==> src/rtl/usb_irq_pkg.sv <==
package usb_irq_pkg;
  localparam int REG_DW = 8;
  localparam int NFLAG  = 7;
  localparam int ADDR_W = 7;

  localparam int B_SOF   = 6;
  localparam int B_STALL = 5;
  localparam int B_IDLE  = 4;
  localparam int B_TRN   = 3;
  localparam int B_ACTV  = 2;
  localparam int B_ERR   = 1;
  localparam int B_RST   = 0;

  typedef enum logic [1:0] {
    A_STAT  = 2'd0,
    A_EN    = 2'd1,
    A_EMASK = 2'd2,
    A_DADDR = 2'd3
  } reg_addr_e;
endpackage

==> src/rtl/usb_irq_flags.sv <==
module usb_irq_flags
  import usb_irq_pkg::*;
#(
  parameter int N = NFLAG
) (
  input  logic         clk_i,
  input  logic         rst_ni,
  input  logic [N-1:0] hw_set_i,
  input  logic         wr_i,
  input  logic [N-1:0] wdata_i,
  output logic [N-1:0] flag_o
);
  for (genvar b = 0; b < N; b++) begin : g_bit
    if (b == B_ERR) begin : g_ro
      // read-only level, driven from the error mask logic
      logic unused_wr;
      assign unused_wr = wdata_i[b] ^ wr_i;
      assign flag_o[b] = hw_set_i[b];
    end else begin : g_rw
      logic q;
      always_ff @(posedge clk_i or negedge rst_ni) begin
        if (!rst_ni) q <= 1'b0;
        else         q <= hw_set_i[b] | (wr_i ? wdata_i[b] : q);
      end
      assign flag_o[b] = q;
    end
  end
endmodule

==> src/rtl/usb_irq_txn_fifo.sv <==
module usb_irq_txn_fifo #(
  parameter int W     = 8,
  parameter int DEPTH = 4,
  localparam int CW   = $clog2(DEPTH + 1),
  localparam int PW   = (DEPTH > 1) ? $clog2(DEPTH) : 1
) (
  input  logic          clk_i,
  input  logic          rst_ni,
  input  logic          push_i,
  input  logic [W-1:0]  data_i,
  input  logic          pop_i,
  output logic [W-1:0]  head_o,
  output logic [CW-1:0] cnt_o,
  output logic          acc_o,
  output logic          ovf_o
);
  logic [W-1:0]  mem_q [DEPTH];
  logic [PW-1:0] rd_q, wr_q;
  logic [CW-1:0] cnt_q;
  logic          empty, full, pop_ok;

  function automatic logic [PW-1:0] ptr_inc(input logic [PW-1:0] p);
    return (p == PW'(DEPTH - 1)) ? '0 : p + 1'b1;
  endfunction

  assign empty  = (cnt_q == '0);
  assign full   = (cnt_q == CW'(DEPTH));
  assign pop_ok = pop_i & ~empty;
  assign acc_o  = push_i & (~full | pop_ok);
  assign ovf_o  = push_i & full & ~pop_ok;
  assign head_o = empty ? '0 : mem_q[rd_q];
  assign cnt_o  = cnt_q;

  always_ff @(posedge clk_i or negedge rst_ni) begin
    if (!rst_ni) begin
      rd_q  <= '0;
      wr_q  <= '0;
      cnt_q <= '0;
      for (int i = 0; i < DEPTH; i++) mem_q[i] <= '0;
    end else begin
      if (acc_o) begin
        mem_q[wr_q] <= data_i;
        wr_q        <= ptr_inc(wr_q);
      end
      if (pop_ok) rd_q <= ptr_inc(rd_q);
      if (acc_o && !pop_ok)      cnt_q <= cnt_q + 1'b1;
      else if (!acc_o && pop_ok) cnt_q <= cnt_q - 1'b1;
    end
  end
endmodule

==> src/rtl/usb_irq_regs.sv <==
module usb_irq_regs
  import usb_irq_pkg::*;
#(
  parameter int TXN_W     = 8,
  parameter int TXN_DEPTH = 4
) (
  input  logic              clk_i,
  input  logic              rst_ni,
  input  logic              sof_evt_i,
  input  logic              stall_evt_i,
  input  logic              idle_evt_i,
  input  logic              actv_evt_i,
  input  logic              busrst_evt_i,
  input  logic [REG_DW-1:0] err_stat_i,
  input  logic              txn_push_i,
  input  logic [TXN_W-1:0]  txn_stat_i,
  input  logic              wr_en_i,
  input  logic [1:0]        addr_i,
  input  logic [REG_DW-1:0] wdata_i,
  output logic [REG_DW-1:0] rdata_o,
  output logic              irq_o,
  output logic [TXN_W-1:0]  txn_head_o,
  output logic              txn_ovf_o,
  output logic [ADDR_W-1:0] dev_addr_o
);
  localparam int CW = $clog2(TXN_DEPTH + 1);

  logic [NFLAG-1:0]  flags_w, hw_set;
  logic [NFLAG-1:0]  en_q;
  logic [REG_DW-1:0] emask_q;
  logic [ADDR_W-1:0] daddr_q;
  logic [CW-1:0]     txn_cnt;
  logic              txn_acc, txn_pop, rearm_q, trn_hw, err_lvl;
  logic              stat_wr, en_wr, emask_wr, daddr_wr;

  assign stat_wr  = wr_en_i && (addr_i == A_STAT);
  assign en_wr    = wr_en_i && (addr_i == A_EN);
  assign emask_wr = wr_en_i && (addr_i == A_EMASK);
  assign daddr_wr = wr_en_i && (addr_i == A_DADDR);

  assign err_lvl = |(err_stat_i & emask_q);

  // clearing a pending transaction flag retires the head entry
  assign txn_pop = stat_wr && !wdata_i[B_TRN] && flags_w[B_TRN] && (txn_cnt != '0);
  assign trn_hw  = rearm_q | (txn_acc && (txn_cnt == '0));

  always_ff @(posedge clk_i or negedge rst_ni) begin
    if (!rst_ni) rearm_q <= 1'b0;
    else         rearm_q <= txn_pop && ((txn_cnt > CW'(1)) || txn_acc);
  end

  always_comb begin
    hw_set          = '0;
    hw_set[B_SOF]   = sof_evt_i;
    hw_set[B_STALL] = stall_evt_i;
    hw_set[B_IDLE]  = idle_evt_i;
    hw_set[B_TRN]   = trn_hw;
    hw_set[B_ACTV]  = actv_evt_i;
    hw_set[B_ERR]   = err_lvl;
    hw_set[B_RST]   = busrst_evt_i;
  end

  usb_irq_flags #(.N(NFLAG)) u_flags (
    .clk_i    (clk_i),
    .rst_ni   (rst_ni),
    .hw_set_i (hw_set),
    .wr_i     (stat_wr),
    .wdata_i  (wdata_i[NFLAG-1:0]),
    .flag_o   (flags_w)
  );

  usb_irq_txn_fifo #(.W(TXN_W), .DEPTH(TXN_DEPTH)) u_fifo (
    .clk_i  (clk_i),
    .rst_ni (rst_ni),
    .push_i (txn_push_i),
    .data_i (txn_stat_i),
    .pop_i  (txn_pop),
    .head_o (txn_head_o),
    .cnt_o  (txn_cnt),
    .acc_o  (txn_acc),
    .ovf_o  (txn_ovf_o)
  );

  always_ff @(posedge clk_i or negedge rst_ni) begin
    if (!rst_ni) begin
      en_q    <= '0;
      emask_q <= '0;
      daddr_q <= '0;
    end else begin
      if (en_wr)    en_q    <= wdata_i[NFLAG-1:0];
      if (emask_wr) emask_q <= wdata_i;
      if (busrst_evt_i) daddr_q <= '0;
      else if (daddr_wr) daddr_q <= wdata_i[ADDR_W-1:0];
    end
  end

  assign irq_o      = |(flags_w & en_q);
  assign dev_addr_o = daddr_q;

  always_comb begin
    case (addr_i)
      A_STAT:  rdata_o = REG_DW'(flags_w);
      A_EN:    rdata_o = REG_DW'(en_q);
      A_EMASK: rdata_o = emask_q;
      default: rdata_o = REG_DW'(daddr_q);
    endcase
  end
endmodule

==> config.mk <==
export PLATFORM = sky130hd
export DESIGN_NAME = usb_irq_regs
export DESIGN_NICKNAME = d
export VERILOG_FILES = /design/src/rtl/usb_irq_pkg.sv /design/src/rtl/usb_irq_flags.sv /design/src/rtl/usb_irq_txn_fifo.sv /design/src/rtl/usb_irq_regs.sv
export SDC_FILE = /design/constraint.sdc
export NUM_CORES = 1
export LEC_CHECK = 0
export ABC_AREA = 1
export BUFFER_PORTS_ARGS = -buffer_cell sky130_fd_sc_hd__buf_2
export CAP_MARGIN = 40
export CORE_MARGIN = 1
export CORE_UTILIZATION = 63
export CTS_BUF_LIST = sky130_fd_sc_hd__clkbuf_4
export DETAILED_ROUTE_END_ITERATION = 8
export GPL_TIMING_DRIVEN = 0
export PLACE_DENSITY = 0.95
export SYNTH_ARGS = -nofsm -noshare
export SYNTH_HDL_FRONTEND = slang
export SYNTH_SLANG_ARGS = --single-unit
export TNS_END_PERCENT = 1
==> constraint.sdc <==
create_clock -name clk_i -period 5.6 [get_ports clk_i]
set_input_delay 1.68 -clock clk_i [delete_from_list [all_inputs] [get_ports clk_i]]
set_output_delay 1.68 -clock clk_i [all_outputs]
set_load 0.02 [all_outputs]
# ---- After elaboration in Yosys (flattened, before gate mapping)
# Index checks and enable logic that the tools add are counted.
dict set report totals {
  output_inout_bits 25
  inputBits 35
  ff_bits 68
  elab_cells 93
}
dict set report classes {
  n_mux 20
  reduce_logical 23
  n_eq_ne 6
  n_addsub 4
  bitwise 19
  n_lt_le_gt_ge 4
}
# cell n
set ops {}
lappend ops {{bitwise mux 32 bit} 1}
lappend ops {{two-way mux 8 bit} 4}
lappend ops {{one-hot mux 8 bit (3 select lines)} 1}
lappend ops {{binary-select mux 8 bit (select 2 bit)} 1}
lappend ops {{demux 8 bit (select 2 bit)} 1}
lappend ops {{two-way mux 7 bit} 2}
lappend ops {{logical AND 1 bit} 12}
lappend ops {{bitwise AND 8 bit} 1}
lappend ops {{equality test 2 bit, second input constant} 4}
lappend ops {{bitwise OR 1 bit} 8}
lappend ops {{OR reduction 8 bit} 1}
lappend ops {{bitwise AND 7 bit} 1}
lappend ops {{OR reduction 7 bit} 1}
lappend ops {{greater-or-equal comparator 3 bit, second input constant} 2}
lappend ops {{two-way mux 1 bit} 6}
lappend ops {{two-way mux 3 bit} 2}
lappend ops {{NOT 2 -> 3 bit} 2}
lappend ops {{adder 2 x 1 -> 2 bit, second input constant} 2}
lappend ops {{bitwise AND 1 bit} 4}
lappend ops {{two-way mux 2 bit} 2}
lappend ops {{nonzero test 2 bit} 2}
lappend ops {{adder 3 x 1 -> 3 bit, second input constant} 1}
lappend ops {{equality test 3 bit, second input constant} 1}
lappend ops {{> comparator 3 x 1 -> 1 bit, second input constant} 1}
lappend ops {{9 further kinds} 13}

# ---- Depth between registers and ports, before layout
# Gate-level depths: netlist (run 1).
dict set report logic_depth {
  ltp_word 12
  ltp_mapped 14
  ltp_nobuf 13
}

# ---- By module
# From an unflattened synthesis (run 1), not the netlist that was laid out.
dict set report unflattened {
  cells_unflattened 492
  hier_area_um2 3792.4
}
# mod area_per_inst_um2 instances cells_per_inst seq_area_each_um2
set by_module_without_submodules {}
lappend by_module_without_submodules {usb_irq_txn_fifo 2193.4 1 280 975.9}
lappend by_module_without_submodules {usb_irq_regs 1295.0 1 174 575.6}
lappend by_module_without_submodules {usb_irq_flags 304.0 1 38 150.1}

# ---- Worst setup path after synthesis (run 1)
# OpenSTA, ideal clock, no wires.
dict set report synth_timing {
  kind {input -> output}
  start {input port addr_i[1]}
  end {output port txn_ovf_o}
  path_buffers 2
  t_required_ps 3920
  arrival_ps 2481
  path_stages 6
  slack_ps 1439
  path_cell_list {nor2_4 > nand3_4 > o21bai_4 > buf_12 > buf_6 > nor2_1}
}
dict set report synth_between {
  elab_chain_len 8
}
# element line_no
set synth_rtl {}
lappend synth_rtl {{start: declaration} usb_irq_regs.sv:18} ;# input logic [1:0] addr_i,
lappend synth_rtl {{zero test 2 bit} usb_irq_regs.sv:36} ;# assign stat_wr = wr_en_i && (addr_i == A_STAT);
lappend synth_rtl {{logical AND 1 bit} usb_irq_regs.sv:36}
lappend synth_rtl {{logical AND 1 bit (3 in series)} usb_irq_regs.sv:44} ;# assign txn_pop = stat_wr && !wdata_i[B_TRN] && flags_w[B_TRN] && (txn_cnt != '0);
lappend synth_rtl {{bitwise AND 1 bit} usb_irq_txn_fifo.sv:28} ;# assign pop_ok = pop_i & ~empty;
lappend synth_rtl {{NOT 1 bit} usb_irq_txn_fifo.sv:30} ;# assign ovf_o = push_i & full & ~pop_ok;
lappend synth_rtl {{bitwise AND 1 bit} usb_irq_txn_fifo.sv:30}
lappend synth_rtl {{end: declaration} usb_irq_regs.sv:23} ;# output logic txn_ovf_o,
# No other way between the ends.

# ---- Worst setup path in the final report (run 1)
# Same ends and word-level chain as after synthesis.

==> results of run 1 <==
## worst max-delay path: stages
cell and delay, ns:
buf_2 0.13, nor2_4 0.25, nand3_4 0.13, o21bai_4 0.18, buf_12 0.17, buf_6 0.14, nor2_1 0.05, buf_2 0.15
## worst paths after layout
path,from,end,slack [ns],depth (start not counted)
min,u_fifo.mem_q[18],u_fifo.mem_q[18],0.48,2
min in group asynchronous,rst_ni,u_flags.g_bit[3].g_rw.q,1.35,1
max in group asynchronous,rst_ni,u_fifo.mem_q[16],3.69,1
max reg2reg,u_fifo.cnt_o[0],u_fifo.cnt_o[2],3.29,13
max,addr_i[1],txn_ovf_o,1.03,8
min reg2reg,u_fifo.mem_q[18],u_fifo.mem_q[18],0.48,2
## layer usage
metal | share of wire | routed length (um) | track usage | up-vias
li1 | - | - | - | 1578
met5 | 0 | 0 | 0 | -
met4 | 0.022 | 181 | 0.1212 | 0
met2 | 0.50 | 4186 | 0.5313 | 166
met1 | 0.40 | 3284 | 0.3731 | 1513
met3 | 0.077 | 639 | 0.04762 | 27
## report_power, final
part,switching (mW),internal [mW],total (mW)
Clock,0.169,0.147,0.316
Combinational,0.550,0.311,0.861
Sequential,0.101,0.645,0.746
## per-stage QoR
stage	instance area, um2	instances	power [mW]
final	4046	577	1.923
after global placement	3915	562	1.557
after floorplan	3532	433	1.354
after CTS	4046	577	1.917
after global routing	4046	577	2.062
after detailed placement	3918	562	1.608
## sequential cells by signal, indices dropped and copies added (netlist names)
name / cells
en_q: 7
u_fifo.rd_q: 2
u_fifo.cnt_o: 3
u_flags.g_bit.g_rw.q: 6
u_fifo.mem_q: 32
u_fifo.wr_q: 2
emask_q: 8
rearm_q: 1
dev_addr_o: 7
## layout by cell type, fill, tap and decap left out, drive strengths merged
| cell type | netlist | final |
|---|---|---|
| nand2 | 136 | 136 |
| nand3b | 1 | 1 |
| o22ai | 7 | 7 |
| dfrtp | 68 | 68 |
| clkbuf | 3 | 15 |
| o21ai | 43 | 43 |
| o211ai | 1 | 1 |
| a211oi | 1 | 1 |
| inv | 36 | 36 |
| nand3 | 7 | 7 |
| a21oi | 15 | 15 |
| xnor2 | 1 | 1 |
| nand4 | 36 | 36 |
| a22o | 1 | 1 |
| or2 | 1 | 1 |
| ha | 10 | 10 |
| a31oi | 1 | 1 |
| o2111ai | 2 | 2 |
| xor2 | 2 | 2 |
| nor2 | 42 | 42 |
| bufinv | 0 | 1 |
| clkinv | 1 | 3 |
| o21bai | 2 | 2 |
| buf | 16 | 75 |
## cell families (layout without fill, tap and decap cells)
logic type | after synthesis | count (layout) | synth area share
buffers and inverters | 56 | 130 | 0.07474
AOI/OAI and AO/OA | 73 | 73 | 0.1155
DFF | 68 | 68 | 0.4818
adders and majority gates | 10 | 10 | 0.03542
xor gates and xnor gates | 3 | 3 | 0.007440
and+or+nand+nor | 223 | 223 | 0.2852
## cell type report
| type | count | share of cell area |
|---|---|---|
| plain buffers | 19 | 0.03092 |
| clock buffers | 12 | 0.02226 |
| clock inverters | 3 | 0.009586 |
| inverters | 37 | 0.03432 |
| multi-input cells | 309 | 0.3871 |
| flip-flops and latches | 68 | 0.4205 |
| well taps | 70 | 0.02165 |
| repair buffers | 59 | 0.07359 |
==> metrics.txt, run 1 <==
drt via density=5.692; total grt overflow=0; largest cells by area after synthesis=dfrtp_1 (48%), nand2_1 (14%), nand4_1 (6.4%); CTS hold repair buffers=0; Max Cap Violations=0; CTS Buffer Depth=2; Final Hold Vio Count=0; first-pass GRT wire length=14030 um; DIE AREA=5910 um2; drt drc=0; Netlist cell types=32; root buf cell=clkbuf_4; TritonCTS clock tree=done; dpl ws=1.051 ns; CTS resizes=0; Seq/Total Area, Yosys=0.4818; initial antenna violation count=0; DRT Pass-1 Iters=7; Post-Synthesis Cells=433; Critical Path End Type=output port; largest area contributor in the netlist=dfrtp_1; Leakage=2.121 nW; I/O pin count=60; most used flip-flop cell after synthesis=dfrtp_1; DR vias=3284; worst path arrival time=2.89 ns; Yosys top cell area share=0.4818; Die Span Y=76.88 um; pwr dens=475.3 nW/um2; routability congestion estimate=0.8722; Setup TNS=0 ns; cell area after synthesis=3532 um2; crit path kind=in -> out; synth cell count leaders=nand2_1 (134), dfrtp_1 (68), nor2_1 (40); # rows=26; final core occ=0.7726; CTS Sinks=68; CP required=3.92 ns; Synthesized Nets=478; top-count cell post-synth=nand2_1; Syn Area/Cell=8.157 um2; worst setup margin=1.033 ns; fin crit share=0.8156; post-route ant nets=0; Synth Register Bits=68; Final setup violation count=0; Multi-input gate area=1567 um2; outcome=completed; Tightest Pin Transition=0.8445 ns; Die Wd=76.88 um; overall routing resource usage=0.3032; detailed placement HPWL=6193 um; routed wire length per instance=14.37 um; Fmax achieved=0.2190 GHz; H-tree depth=3; Worst Hold Class=reg -> reg; Synth async-reset ratio=1.000; Nets=548; Iter 0 DRT Violations=227; P&R area growth vs syn=14.56%; Final Skew=0.01317 ns; Max Transition Viols Final=0; Max VDD drop=0.3472 mV; initial core utilization=0.6744; Final Critical Period=4.567 ns; Num CTS Buffers=9; Register Area=1702 um2; max_slew headroom=0.4370; clk slew on worst S/H paths=0.10 ns; total wire length=8291 um; Core Footprint=5238 um2; Syn. warnings=0; RSZ-0062 raised after global routing=no; I/O Buffers=59; hold_ws=0.4792 ns; EDFF count, synth=0; filler instances=387; layout cells sized above 1=0.1992; Startpoint Class=input pin; vias in the first global route=3197; # diodes=0; clk_lat worst skew=0.42 ns; largest net degree at the start of global routing=69; crit path max fanout=10; post-CTS setup buffers=0
Power figures use the tool's default switching activity.
==> inputs of run 2 (changes only) <==
Settings changed: CORE_UTILIZATION 63 to 58, PLACE_DENSITY 0.95 to 0.93.
Clock period 5.6 ns to 4.5 ns, I/O delays scaled along.
==> metrics.txt, run 2 (same netlist as run 1, synthesis figures left out) <==
I/O pin count=60; routed wire length per instance=14.48 um; DR vias=3254; Sw Share=0.4395; clk slew on worst S/H paths=0.10 ns; # rows=28; Core Footprint=5886 um2; GRT met2 Usage=0.5060; global route hottest layer=met2; TritonCTS clock tree=done; met3 usage=0.05371; Die Span Y=80.04 um; initial core utilization=0.6001; max reg flops=32; most frequent cells in the layout=nand2_1 (134), buf_2 (70), dfrtp_1 (68); RSZ-0062 raised after global routing=no; clk_lat worst skew=0.43 ns; initial antenna violation count=0; detailed placement HPWL=6171 um; Crit-path slowest cell=nor2_4; most flop-heavy register=u_fifo.mem_q; Nets=548; I/O Buffers=59; first-pass GRT wire length=14110 um; crit path kind=in -> out; pwr dens=580.1 nW/um2; CP required=3.15 ns; Leakage=2.117 nW; dpl ws=0.5580 ns; worst setup margin=0.5714 ns; most common cell after layout, fill and taps aside=nand2_1; H-tree depth=3; worst path arrival time=2.58 ns; P&R area growth vs syn=14.24%; sequential power share=0.399; Final Hold Vio Count=0; Die Wd=80.04 um; root buf cell=clkbuf_4; CP max stage delay=0.27 ns; layout cells sized above 1=0.2028; max_slew headroom=0.4489; DRT Pass-1 Iters=5; most used cell, CP=buf_2; Final setup violation count=0; DIE AREA=6406 um2; vias in the first global route=3217; drt drc=0; Worst Hold Class=reg -> reg; crit path max fanout=10; sw power=1.029 mW; CTS resizes=0; Fmax achieved=0.2545 GHz; Max Transition Viols Final=0; # diodes=0; drt via density=5.581; cells along the critical path=buf_2 > nor2_4 > nand3_4 > o21bai_4 > buf_12 > buf_6 > nor2_1 > buf_2; total wire length=8440 um; CTS Buffer Depth=2; Num CTS Buffers=9; Logic pwr share=0.454; outcome=completed; Final Skew=0.01756 ns; Critical Path End Type=output port; Max Cap Violations=0; Final Critical Period=3.929 ns; Setup TNS=0 ns; fin crit share=0.8730; largest net degree at the start of global routing=69; post-route ant nets=0; biggest regs=u_fifo.mem_q x32, emask_q x8; CTS Sinks=68; CTS hold repair buffers=0; post-CTS setup buffers=0; Iter 0 DRT Violations=344; Tightest Pin Transition=0.8267 ns; overall routing resource usage=0.2933; Clk pwr share=0.147; GR Util met1=0.3458; Internal Pwr Total=1.312 mW; routability congestion estimate=0.8565; Startpoint Class=input pin; total power=2.341 mW; total grt overflow=0; Max VDD drop=0.4197 mV
-- run 2: final cells by class --
type	instances	area, um2
sequential	68	1702
clock inverter	5	28.78
tap	75	93.84
multi-input combinational	309	1567
timing repair buffer	59	297.8
buffer	19	125.1
inverter	37	138.9
fill	471	1851
clock buffer	11	82.58
-- run 2: worst max-delay path, delay by kind of cell --
kind / cells / cell delay (ns)
AOI/OAI and AO/OA: 1 / 0.18
and+or+nand+nor: 3 / 0.46
buffers and inverters: 4 / 0.59
-- run 2: layer usage --
metal	share of wire	wire length, um
met1	0.41	3493
met2	0.48	4076
met3	0.077	649
met4	0.026	221
met5	0	0
-- run 2: metrics by stage --
stage / instance area, um2 / hold slack, ns / util / instances
floorplan: 3532 / 0.4366 / - / 433
global placement: 3921 / 0.4457 / 0.6662 / 567
detailed placement: 3924 / 0.4551 / 0.6667 / 567
CTS: 4035 / 0.4810 / 0.6856 / 583
global route: 4035 / 0.5023 / 0.6856 / 583
finish: 4035 / 0.4757 / 0.6856 / 583
-- run 2: path summary, 6_finish.rpt --
path                                  from                      end  slack (ns)  cells after the start
setup / recovery                 addr_i[1]                txn_ovf_o        0.57                      8
hold / removal                     rearm_q  u_flags.g_bit[3].g_rw.q        0.48                      2
setup reg to reg           u_fifo.cnt_o[0]          u_fifo.cnt_o[2]        2.20                     13
hold reg to reg                    rearm_q  u_flags.g_bit[3].g_rw.q        0.48                      2
max in group asynchronous           rst_ni                  en_q[5]        2.94                      1
min in group asynchronous           rst_ni               emask_q[4]        1.00                      1
-- run 2: power by group through the flow --
stage               registers (mW)  logic, mW  clock network [mW]
finish                       0.935       1.06               0.344
global route                 0.957       1.19               0.373
CTS                          0.930       1.06               0.349
detailed placement           0.937       1.06                   0
global placement             0.927       1.01                   0
floorplan                    0.905      0.780                   0
